[src/rtl/sram_ctrl_pkg.sv]
`timescale 1ns/1ps
// Package: shared state type and elaboration-time helpers for the
// asynchronous SRAM controller. Assumes positive integer arguments.
package sram_ctrl_pkg;

    typedef enum logic [2:0] {
        ST_IDLE,
        ST_SETUP,
        ST_STROBE,
        ST_HOLD,
        ST_TURN,
        ST_RETAIN
    } ctrl_state_t;

    // Nanoseconds to whole cycles, rounding up.
    function automatic int ns_to_cyc(input int ns, input int period_ns);
        return (ns + period_ns - 1) / period_ns;
    endfunction

    // Larger of two integers.
    function automatic int max_of(input int a, input int b);
        return (a > b) ? a : b;
    endfunction

endpackage

[src/rtl/sram_step_timer.sv]
`timescale 1ns/1ps
// Module: sram_step_timer
// Down counter that sets how long each controller state lasts. Loading
// value N makes done rise N cycles later. Assumes load_val fits CNT_W.
module sram_step_timer #(
    parameter int CNT_W = 4
) (
    input  logic             clk,
    input  logic             rst_n,
    input  logic             load,
    input  logic [CNT_W-1:0] load_val,
    output logic             done
);

    logic [CNT_W-1:0] cnt_q;

    // Load a new length or count down to zero and stay there.
    always_ff @(posedge clk) begin
        if (!rst_n) begin
            cnt_q <= '0;
        end else if (load) begin
            cnt_q <= load_val;
        end else if (cnt_q != '0) begin
            cnt_q <= cnt_q - 1'b1;
        end
    end

    assign done = (cnt_q == '0);

endmodule

[src/rtl/sram_read_capture.sv]
`timescale 1ns/1ps
// Module: sram_read_capture
// Registers the byte on the memory bus when asked and raises a
// matching one-cycle valid. Assumes capture is itself a single-cycle pulse.
module sram_read_capture #(
    parameter int DATA_W = 8
) (
    input  logic              clk,
    input  logic              rst_n,
    input  logic              capture,
    input  logic [DATA_W-1:0] bus_in,
    output logic [DATA_W-1:0] rdata,
    output logic              rvalid
);

    // Sample the bus and mark the response valid for one cycle.
    always_ff @(posedge clk) begin
        if (!rst_n) begin
            rdata  <= '0;
            rvalid <= 1'b0;
        end else begin
            rvalid <= capture;
            if (capture) begin
                rdata <= bus_in;
            end
        end
    end

    // a response lasts exactly one cycle.
    assert_single_pulse_R5: assert property (@(posedge clk) disable iff (!rst_n)
        rvalid |=> !rvalid);

endmodule

[src/rtl/sram_async_ctrl.sv]
`timescale 1ns/1ps
// Module: sram_async_ctrl
// Sequences one host request at a time into select/enable strobes for an
// asynchronous SRAM, with every timing limit rounded up to whole cycles.
// Assumes the host holds request fields steady while req_valid is high and
// that mem_dq_in is already synchronous to clk at the capture edge.
module sram_async_ctrl
    import sram_ctrl_pkg::*;
#(
    parameter int ADDR_W     = 18,
    parameter int DATA_W     = 8,
    parameter int CLK_NS     = 10,
    parameter bit FAST_GRADE = 1'b1
) (
    input  logic              clk,
    input  logic              rst_n,
    input  logic              req_valid,
    output logic              req_ready,
    input  logic [ADDR_W-1:0] req_addr,
    input  logic              req_write,
    input  logic [DATA_W-1:0] req_wdata,
    output logic              rsp_valid,
    output logic [DATA_W-1:0] rsp_rdata,
    input  logic              retain_req,
    output logic [ADDR_W-1:0] mem_addr,
    output logic              mem_cs1_n,
    output logic              mem_cs2,
    output logic              mem_oe_n,
    output logic              mem_we_n,
    output logic [DATA_W-1:0] mem_dq_out,
    output logic              mem_dq_oe,
    input  logic [DATA_W-1:0] mem_dq_in
);

    // Analogue limits of the selected grade, in nanoseconds.
    localparam int T_WP = FAST_GRADE ? 40 : 50;
    localparam int T_CW = FAST_GRADE ? 45 : 60;
    localparam int T_DW = FAST_GRADE ? 25 : 30;
    localparam int T_WC = FAST_GRADE ? 55 : 70;
    localparam int T_RC = FAST_GRADE ? 55 : 70;
    localparam int T_OE = FAST_GRADE ? 25 : 35;
    localparam int T_HZ = FAST_GRADE ? 20 : 25;

    // Derived cycle counts.
    localparam int WR_CYC  = max_of(max_of(ns_to_cyc(T_WP, CLK_NS), ns_to_cyc(T_DW, CLK_NS)),
                                    max_of(ns_to_cyc(T_CW, CLK_NS), ns_to_cyc(T_WC, CLK_NS) - 2));
    localparam int RD_CYC  = max_of(ns_to_cyc(T_RC, CLK_NS), ns_to_cyc(T_OE, CLK_NS));
    localparam int HZ_CYC  = max_of(ns_to_cyc(T_HZ, CLK_NS), 1);
    localparam int RDR_CYC = max_of(ns_to_cyc(T_RC, CLK_NS), 1);
    localparam int MAX_CYC = max_of(max_of(WR_CYC, RD_CYC), max_of(HZ_CYC, RDR_CYC));
    localparam int CNT_W   = $clog2(MAX_CYC + 1);

    ctrl_state_t       state_q, state_d;
    logic              tmr_load, tmr_done;
    logic [CNT_W-1:0]  tmr_val;
    logic              accept;
    logic              wr_q;
    logic [ADDR_W-1:0] addr_q;
    logic [DATA_W-1:0] wdata_q;
    logic              selected;
    logic              capture;

    assign accept = (state_q == ST_IDLE) && !retain_req && req_valid;

    sram_step_timer #(.CNT_W(CNT_W)) i_timer (
        .clk      (clk),
        .rst_n    (rst_n),
        .load     (tmr_load),
        .load_val (tmr_val),
        .done     (tmr_done)
    );

    // Next state and the length to load on each state entry.
    always_comb begin
        state_d  = state_q;
        tmr_load = 1'b0;
        tmr_val  = '0;
        case (state_q)
            ST_IDLE: begin
                if (retain_req) begin
                    state_d  = ST_RETAIN;
                    tmr_load = 1'b1;
                    tmr_val  = CNT_W'(RDR_CYC - 1);
                end else if (req_valid) begin
                    state_d  = ST_SETUP;
                    tmr_load = 1'b1;
                end
            end
            ST_SETUP: begin
                if (tmr_done) begin
                    state_d  = ST_STROBE;
                    tmr_load = 1'b1;
                    tmr_val  = wr_q ? CNT_W'(WR_CYC - 1) : CNT_W'(RD_CYC - 1);
                end
            end
            ST_STROBE: begin
                if (tmr_done) begin
                    state_d  = ST_HOLD;
                    tmr_load = 1'b1;
                end
            end
            ST_HOLD: begin
                if (tmr_done) begin
                    state_d  = ST_TURN;
                    tmr_load = 1'b1;
                    tmr_val  = wr_q ? '0 : CNT_W'(HZ_CYC - 1);
                end
            end
            ST_TURN: begin
                if (tmr_done) begin
                    state_d = ST_IDLE;
                end
            end
            ST_RETAIN: begin
                if (retain_req) begin
                    tmr_load = 1'b1;
                    tmr_val  = CNT_W'(RDR_CYC - 1);
                end else if (tmr_done) begin
                    state_d = ST_IDLE;
                end
            end
            default: state_d = ST_IDLE;
        endcase
    end

    // State register.
    always_ff @(posedge clk) begin
        if (!rst_n) begin
            state_q <= ST_IDLE;
        end else begin
            state_q <= state_d;
        end
    end

    // Hold the accepted request for the whole access.
    always_ff @(posedge clk) begin
        if (!rst_n) begin
            wr_q    <= 1'b0;
            addr_q  <= '0;
            wdata_q <= '0;
        end else if (accept) begin
            wr_q    <= req_write;
            addr_q  <= req_addr;
            wdata_q <= req_wdata;
        end
    end

    // Strobe decode from the registered state.
    assign selected   = (state_q == ST_SETUP) || (state_q == ST_STROBE) || (state_q == ST_HOLD);
    assign mem_cs1_n  = !selected;
    assign mem_cs2    = (state_q != ST_RETAIN);
    assign mem_we_n   = !((state_q == ST_STROBE) && wr_q);
    assign mem_oe_n   = !((state_q == ST_STROBE) && !wr_q);
    assign mem_dq_oe  = selected && wr_q;
    assign mem_dq_out = wdata_q;
    assign mem_addr   = addr_q;
    assign req_ready  = (state_q == ST_IDLE) && !retain_req;
    assign capture    = (state_q == ST_STROBE) && !wr_q && tmr_done;

    sram_read_capture #(.DATA_W(DATA_W)) i_capture (
        .clk     (clk),
        .rst_n   (rst_n),
        .capture (capture),
        .bus_in  (mem_dq_in),
        .rdata   (rsp_rdata),
        .rvalid  (rsp_valid)
    );

    // Checker counters: write-strobe width and cycles since output enable rose.
    logic [CNT_W-1:0] we_low_cnt;
    logic [CNT_W-1:0] oe_high_cnt;
    always_ff @(posedge clk) begin
        if (!rst_n) begin
            we_low_cnt  <= '0;
            oe_high_cnt <= '1;
        end else begin
            we_low_cnt  <= mem_we_n ? '0 : we_low_cnt + 1'b1;
            if (!mem_oe_n) begin
                oe_high_cnt <= '0;
            end else if (oe_high_cnt != '1) begin
                oe_high_cnt <= oe_high_cnt + 1'b1;
            end
        end
    end

    // reset parks every strobe inactive.
    assert_reset_idle_R1: assert property (@(posedge clk)
        !rst_n |=> (mem_cs1_n && mem_we_n && mem_oe_n && !mem_dq_oe && !rsp_valid));

    // write enable only while selected, driving, with outputs off.
    assert_write_window_R3: assert property (@(posedge clk) disable iff (!rst_n)
        !mem_we_n |-> (!mem_cs1_n && mem_cs2 && mem_oe_n && mem_dq_oe));

    // the write strobe lasts the full derived width.
    assert_write_width_R3: assert property (@(posedge clk) disable iff (!rst_n)
        $rose(mem_we_n) |-> (we_low_cnt == CNT_W'(WR_CYC)));

    // never drive against the memory's outputs.
    assert_no_contention_R6: assert property (@(posedge clk) disable iff (!rst_n)
        !(mem_dq_oe && !mem_oe_n));

    // driver waits out the bus release time after a read.
    assert_bus_release_R6: assert property (@(posedge clk) disable iff (!rst_n)
        $rose(mem_dq_oe) |-> (oe_high_cnt >= CNT_W'(HZ_CYC)));

    // address holds while selected.
    assert_addr_stable_R7: assert property (@(posedge clk) disable iff (!rst_n)
        (!mem_cs1_n && $past(!mem_cs1_n)) |-> $stable(mem_addr));

    // retention closes the handshake and keeps all strobes idle.
    assert_retain_closed_R8: assert property (@(posedge clk) disable iff (!rst_n)
        retain_req |-> !req_ready);
    assert_retain_parked_R8: assert property (@(posedge clk) disable iff (!rst_n)
        !mem_cs2 |-> (mem_cs1_n && mem_we_n && mem_oe_n && !mem_dq_oe));

endmodule

[config.mk]
export PLATFORM = sky130hd
export DESIGN_NAME = sram_async_ctrl
export DESIGN_NICKNAME = d
export VERILOG_FILES = /design/src/rtl/sram_ctrl_pkg.sv /design/src/rtl/sram_step_timer.sv /design/src/rtl/sram_read_capture.sv /design/src/rtl/sram_async_ctrl.sv
export SDC_FILE = /design/constraint.sdc
export NUM_CORES = 1
export LEC_CHECK = 0
export BUFFER_PORTS_ARGS = -buffer_cell sky130_fd_sc_hd__buf_2
export CELL_PAD_IN_SITES_DETAIL_PLACEMENT = 1
export CELL_PAD_IN_SITES_GLOBAL_PLACEMENT = 2
export CORE_UTILIZATION = 25
export DETAILED_ROUTE_END_ITERATION = 12
export HOLD_SLACK_MARGIN = 0.15
export PLACE_DENSITY_LB_ADDON = 0.1
export SLEW_MARGIN = 20
export SYNTH_ARGS = -nofsm -noshare
export SYNTH_HDL_FRONTEND = slang
export SYNTH_SLANG_ARGS = --single-unit
[constraint.sdc]
create_clock -name clk -period 2.3 [get_ports clk]
set_clock_uncertainty 0.15 [all_clocks]
set_input_delay 0.46 -clock clk [delete_from_list [all_inputs] [get_ports clk]]
set_output_delay 0.46 -clock clk [all_outputs]
set_load 0.005 [all_outputs]
## Word-level counts from Yosys, hierarchy flattened

Cells that the tools add are included.

| storage, ports and cells | value |
|---|---|
| flip-flop bits (word level) | 42 |
| output and inout bits | 41 |

| cells by class | value |
|---|---|
| add/subtract/negate cells | 1 |
| equal/unequal tests | 11 |
| muxes and demuxes | 21 |
| reductions and logical operators | 20 |

Operators with widths:

| cell | number |
|---|---|
| two-way mux 3 bit | 11 |
| case mux 3 bit (6 select lines) | 1 |
| case mux 3 bit (3 select lines) | 1 |
| != test 2 bit, second input constant | 4 |
| two-way mux 1 bit | 7 |
| equality test 3 x 2 -> 1 bit, second input constant | 2 |
| equality test 3 bit, second input constant | 2 |
| logical AND 1 bit | 6 |
| logical NOT 3 bit | 2 |
| != test 3 bit, second input constant | 2 |
| logical NOT 1 bit | 5 |
| AND reduction 5 bit | 1 |
| equality test 3 x 1 -> 1 bit, second input constant | 1 |
| case mux 1 bit (3 select lines) | 1 |
| nonzero test 3 bit | 1 |
| OR reduction 3 bit | 1 |
| subtractor 3 x 1 -> 3 bit, second input constant | 1 |
| logical OR 1 bit | 2 |
| nonzero test 2 bit | 1 |
| OR reduction 2 bit | 1 |

## Depth between registers and ports, before layout

| logic depth | value |
|---|---|
| depth after elaboration | 4 |
| gate-level depth with buffers | 8 |
| depth with buffers taken out | 7 |

## Hierarchy

From an unflattened synthesis, not the netlist that was laid out.

| second synthesis, totals | value |
|---|---|
| cells, all modules | 216 |
| area, all modules | 1963.1 µm² |

Modules (own cells, without submodules):

| module | instances | cells an instance | area an instance (µm²) | sequential area each (µm²) |
|---|---|---|---|---|
| sram_async_ctrl | 1 | 167 | 1428.9 | 600.6 |
| sram_read_capture | 1 | 27 | 329.1 | 180.2 |
| sram_step_timer | 1 | 22 | 205.2 | 60.1 |

## Least setup slack after synthesis

Ideal clock, no wire load.

| timing | value |
|---|---|
| kind | register to register |
| start | register i_timer.cnt_q[0] |
| end | register i_timer.cnt_q[2] |
| library setup time | 0.117 ns |
| arrival time | 1.406 ns |
| setup slack | 0.626 ns |
| cell stages (with the launch flop) | 9 |
| cells stage by stage | dfxtp_1 inv_1 ha_1 nor2b_1 clkbuf_1 a22oi_2 o21ai_2 nor2_1 a32o_1 |

| on the way | value |
|---|---|
| cells in the longest elaborated chain, start to end | 4 |
| elaborated cells on any way between the ends | 10 |
| classes of those cells | 1 x add/sub; 6 x mux; 3 x reduce/logical |

Ends and longest elaborated chain:

| what | RTL line | source |
|---|---|---|
| start, declared | sram_step_timer.sv:15 | `logic [CNT_W-1:0] cnt_q;` |
| start signal, assigned | sram_step_timer.sv:22 | `cnt_q <= load_val;` |
| start signal, assigned | sram_step_timer.sv:24 | `cnt_q <= cnt_q - 1'b1;` |
| branches (longest 4 deep; another with subtractor 3 x 1 -> 3 bit) | -- |  |

Parallel ways; which one is timed is not known. The select of a mux whose other input is x is not followed.
A chain may end at the register's enable or synchronous reset.

## Worst setup path after layout

| timing | value |
|---|---|
| start | register state_q[2] |
| end | output port mem_we_n |

| on the way | value |
|---|---|
| cells in the longest elaborated chain, start to end | 3 |

Ends and longest elaborated chain:

| what | RTL line | source |
|---|---|---|
| start, declared | sram_async_ctrl.sv:53 | `ctrl_state_t state_q, state_d;` |
| start signal, assigned | sram_async_ctrl.sv:131 | `state_q <= state_d;` |
| equality test 3 x 2 -> 1 bit | sram_async_ctrl.sv:152 | `assign mem_we_n = !((state_q == ST_STROBE) && wr_q);` |
| logical AND 1 bit | sram_async_ctrl.sv:152 |  |
| logical NOT 1 bit | sram_async_ctrl.sv:152 |  |
| end, declared | sram_async_ctrl.sv:29 | `output logic mem_we_n,` |

No other way between the ends.

==> impl_summary.txt <==
----------------------------------------------------
[STA]
  Final count of hold timing violations ... 0
  Achievable frequency ... a little under 500 MHz
  Summed negative setup slack over all endpoints ... 0 ps
  Unrepaired setup endpoints after global routing ... no
  Tmin final ... 2010 ps
  Final max-slew violation count ... 0
  Worst Tran Pin Value ... 575 ps
  Slew HR ... 0.616
  Final Cycle Share ... 0.875
  Setup Viol. Count Final ... 0

[Route]
  Residual antenna-violating net count after detailed routing ... 0
  Initial DRC count ... 29
  Sum of routed wire length over all layers ... ~4700 um
  Routed length per instance ... between 10 and 15 um
  Vias post-DR ... around 1.6k
  Initial DRT Pass Iterations ... 9
  DRC viols ... 4
  Vias per cell ... 4.51

[Global routing]
  Number of antenna violations at the first check in global routing ... 0
  Total grt overflow ... 0
  Global Route Usage Sum ... 0.138
  Largest net degree at the start of global routing ... 28
  Number of global-route vias before repair ... 1,645
  First-pass GRT wire length ... approximately 7800 um

[Die]
  Area of the core ... between 6000 and 7000 um2
  Die X-Extent ... 84.7 um
  Io pins ... 80
  Die Y ... 84.7 um
  Effective utilization at floorplan ... 0.264
  Site row count ... 29
  Die area ... approximately 7200 um2

[Setup path]
  Required time reported for the critical path endpoint ... 1690 ps
  Crit Path Max Fanout ... 14
  Timing startpoint of the critical path ... state_q[2]
  Critical R2R Launch ... i_timer.cnt_q[0]
  CP Launch Type ... flip-flop
  Critical Path Sink Type ... output port
  Internal reg-to-reg setup slack ... about 380 ps
  Data arrival time at the worst-slack endpoint ... 1400 ps
  Kind of critical path ... flip-flop to output port

[Logic synthesis]
  Synth area leaders ... dfxtp_1 (49%), nand2_1 (13%), a21oi_1 (8.8%)
  Synthesized Nets ... 249
  Post-synthesis cell area ... 1710 um2
  Share of the yosys chip area belonging to registers ... 0.491
  Share of the synthesized area in the top cell type ... 0.491
  Number of distinct library cell variants in the gate-level netlist after synthesis ... 33
  Share of synthesized area spent on multiplexers ... 0.0534
  Main combinational cell family by area after synthesis ... simple AND/OR/NAND/NOR gates
  Post-synth EDFFs ... 0
  Predominant post-synthesis flop cell ... dfxtp_1
  Share of flip-flops with an asynchronous set or reset ... 0
  Post-synthesis share of cell area spent on and, or, nand and nor gates ... 0.230
  Synthesized instance count ... ~210
  Adder and majority gate portion of the synthesized area ... 0.0146
  Post-synthesis compound-gate area fraction ... 0.148
  Mapped Avg Cell Area ... just over 8 um2
  Synth warnings ... 0
  XOR/XNOR share of the synthesized area ... 0.00512
  Number of register bits inferred by synthesis ... 42
  Post-synth top area cell ... dfxtp_1

[Pwr]
  Power per cell area ... slightly above 1000 nW/um2
  Peak ir drop on the vdd network ... roughly 0.32 mV
  Standby leakage power ... between 1 and 1.5 nW

[CTS]
  Clock latency reported for the late side of the worst-skew pair ... just under 300 ps
  Resize count post-CTS ... 0
  Clock transition at the registers of the reported paths ... ~80 ps
  Post-CTS setup-driven buffer insertion count ... 0
  H-tree Lvls ... 2
  Maximum clock insertion buffer count ... 2
  Number of CTS-inserted buffers ... 5
  CTS hold repair buffers ... 0
  Number of clock sinks ... between 40 and 50
  CTS tree ... done
  Clock root buffer master ... clkbuf_8

[Final layout]
  Count of inserted antenna diode cells ... 0
  Fraction of layout instances using a drive strength above 1 ... 0.344
  Fill cell count ... about 800
  Net count, final ... 328
  Final design area excluding fillers ... between 2000 and 2500 um2
  Layout Area Growth over Synthesis ... 33.6%

[Min path]
  Tightest Hold Check Type ... input port to flip-flop
  Hold_sp ... mem_dq_in[4]

[Status]
  Run status ... finished with violations
  Violated checks ... DRC

[Placed design]
  Count of port buffers added during placement ... 79
  Final estimated routing congestion in global placement ... just over 0.7
  HPWL Detailed ... between 3000 and 4000 um
  Placed Area ... 2180 um2

[Flow run]
  Max-cap violation count ... 0

----------------------------------------------------
## worst max-delay path, stage by stage (launching register included)
cell and delay [ps]:
dfxtp_1 690, nor2_1 180, nand3_1 130, buf_2 110
## routing by layer
| layer | wire [um] | global-route usage |
|---|---|---|
| met1 | 2080 | 0.164 |
| met4 | 52 | 0.0508 |
| met3 | 301 | 0.0403 |
| met2 | 2310 | 0.235 |
| met5 | 0 | 0 |
## registers in the layout (all words and copies together), names as in the netlist
signal	cells
mem_addr	18
mem_dq_out	8
wr_q	1
i_timer.cnt_q	3
state_q	3
i_capture.rvalid	1
i_capture.rdata	8
## cell type report
| class | count | area, um2 | area share |
|---|---|---|---|
| flip-flops and latches | 42 | 841 | 0.368 |
| multi-input cells | 146 | 772 | 0.338 |
| repair buffers | 86 | 448 | 0.196 |
| well taps | 77 | 96.3 | 0.0421 |
| clock buffers | 7 | 76.3 | 0.0334 |
| clock inverters | 1 | 30.0 | 0.0131 |
| inverters | 6 | 22.5 | 0.00985 |
## per-stage QoR
step                utilization  worst slack, ps  hold slack [ps]  power (mW)  instances
global route              0.352              180              242        2.50        365
finish                    0.352              287              245        2.32        365
floorplan                     -              626              303        1.51        208
detailed placement        0.336              376              296        1.78        357
global placement          0.336              406              290        1.78        357
CTS                       0.352              259              235        2.37        365
## path summary, 6_finish.rpt
kind | endpoint | depth (start not counted)
setup reg to reg | i_timer.cnt_q[2] | 7
hold / removal | i_capture.rdata[4] | 3
hold reg to reg | mem_addr[16] | 2
setup / recovery | mem_we_n | 3
## cells in the final DEF (no fill, tap or decap), drive strengths merged
master and count:
nand2b 1, a32oi 1, mux2i 8, nand3 3, nor4 1, a21oi 30
nor3 3, nor2 19, a31oi 1, or2 2, bufinv 1, o221a 1
nor2b 2, o21ai 2, dfxtp 42, a311oi 1, mux2 1, clkbuf 7
a2111oi 2, xnor2 1, inv 6, nand2 59, ha 2, nand4 2
buf 86, a22oi 2, a32o 1, and2 1
## power breakdown
group | total (mW) | switching [mW] | leakage [nW] | internal, mW
logic | 0.813 | 0.458 | 0.682 | 0.355
clock network | 0.575 | 0.250 | 0.0524 | 0.325
registers | 0.932 | 0.0933 | 0.342 | 0.838
## cell families (layout without fill, tap and decap cells)
group           after synthesis  count (layout)
simple gates                 93              93
xor+xnor                      1               1
buf+inv                      20             100
fa+ha+maj                     2               2
mux                           9               9
flops                        42              42
compound gates               41              41
## synthesized netlist by cell type (2+ instances only)
master,instances
nand2_1,59
dfxtp_1,42
a21oi_1,30
nor2_1,19
mux2i_1,8
clkbuf_1,6
inv_1,6
buf_2,4
nand3_1,3
nor3_1,3
buf_6,2
ha_1,2
nand4_1,2
nor2b_1,2
or2_2,2
Note: power is estimated with default switching activity, not from simulation.
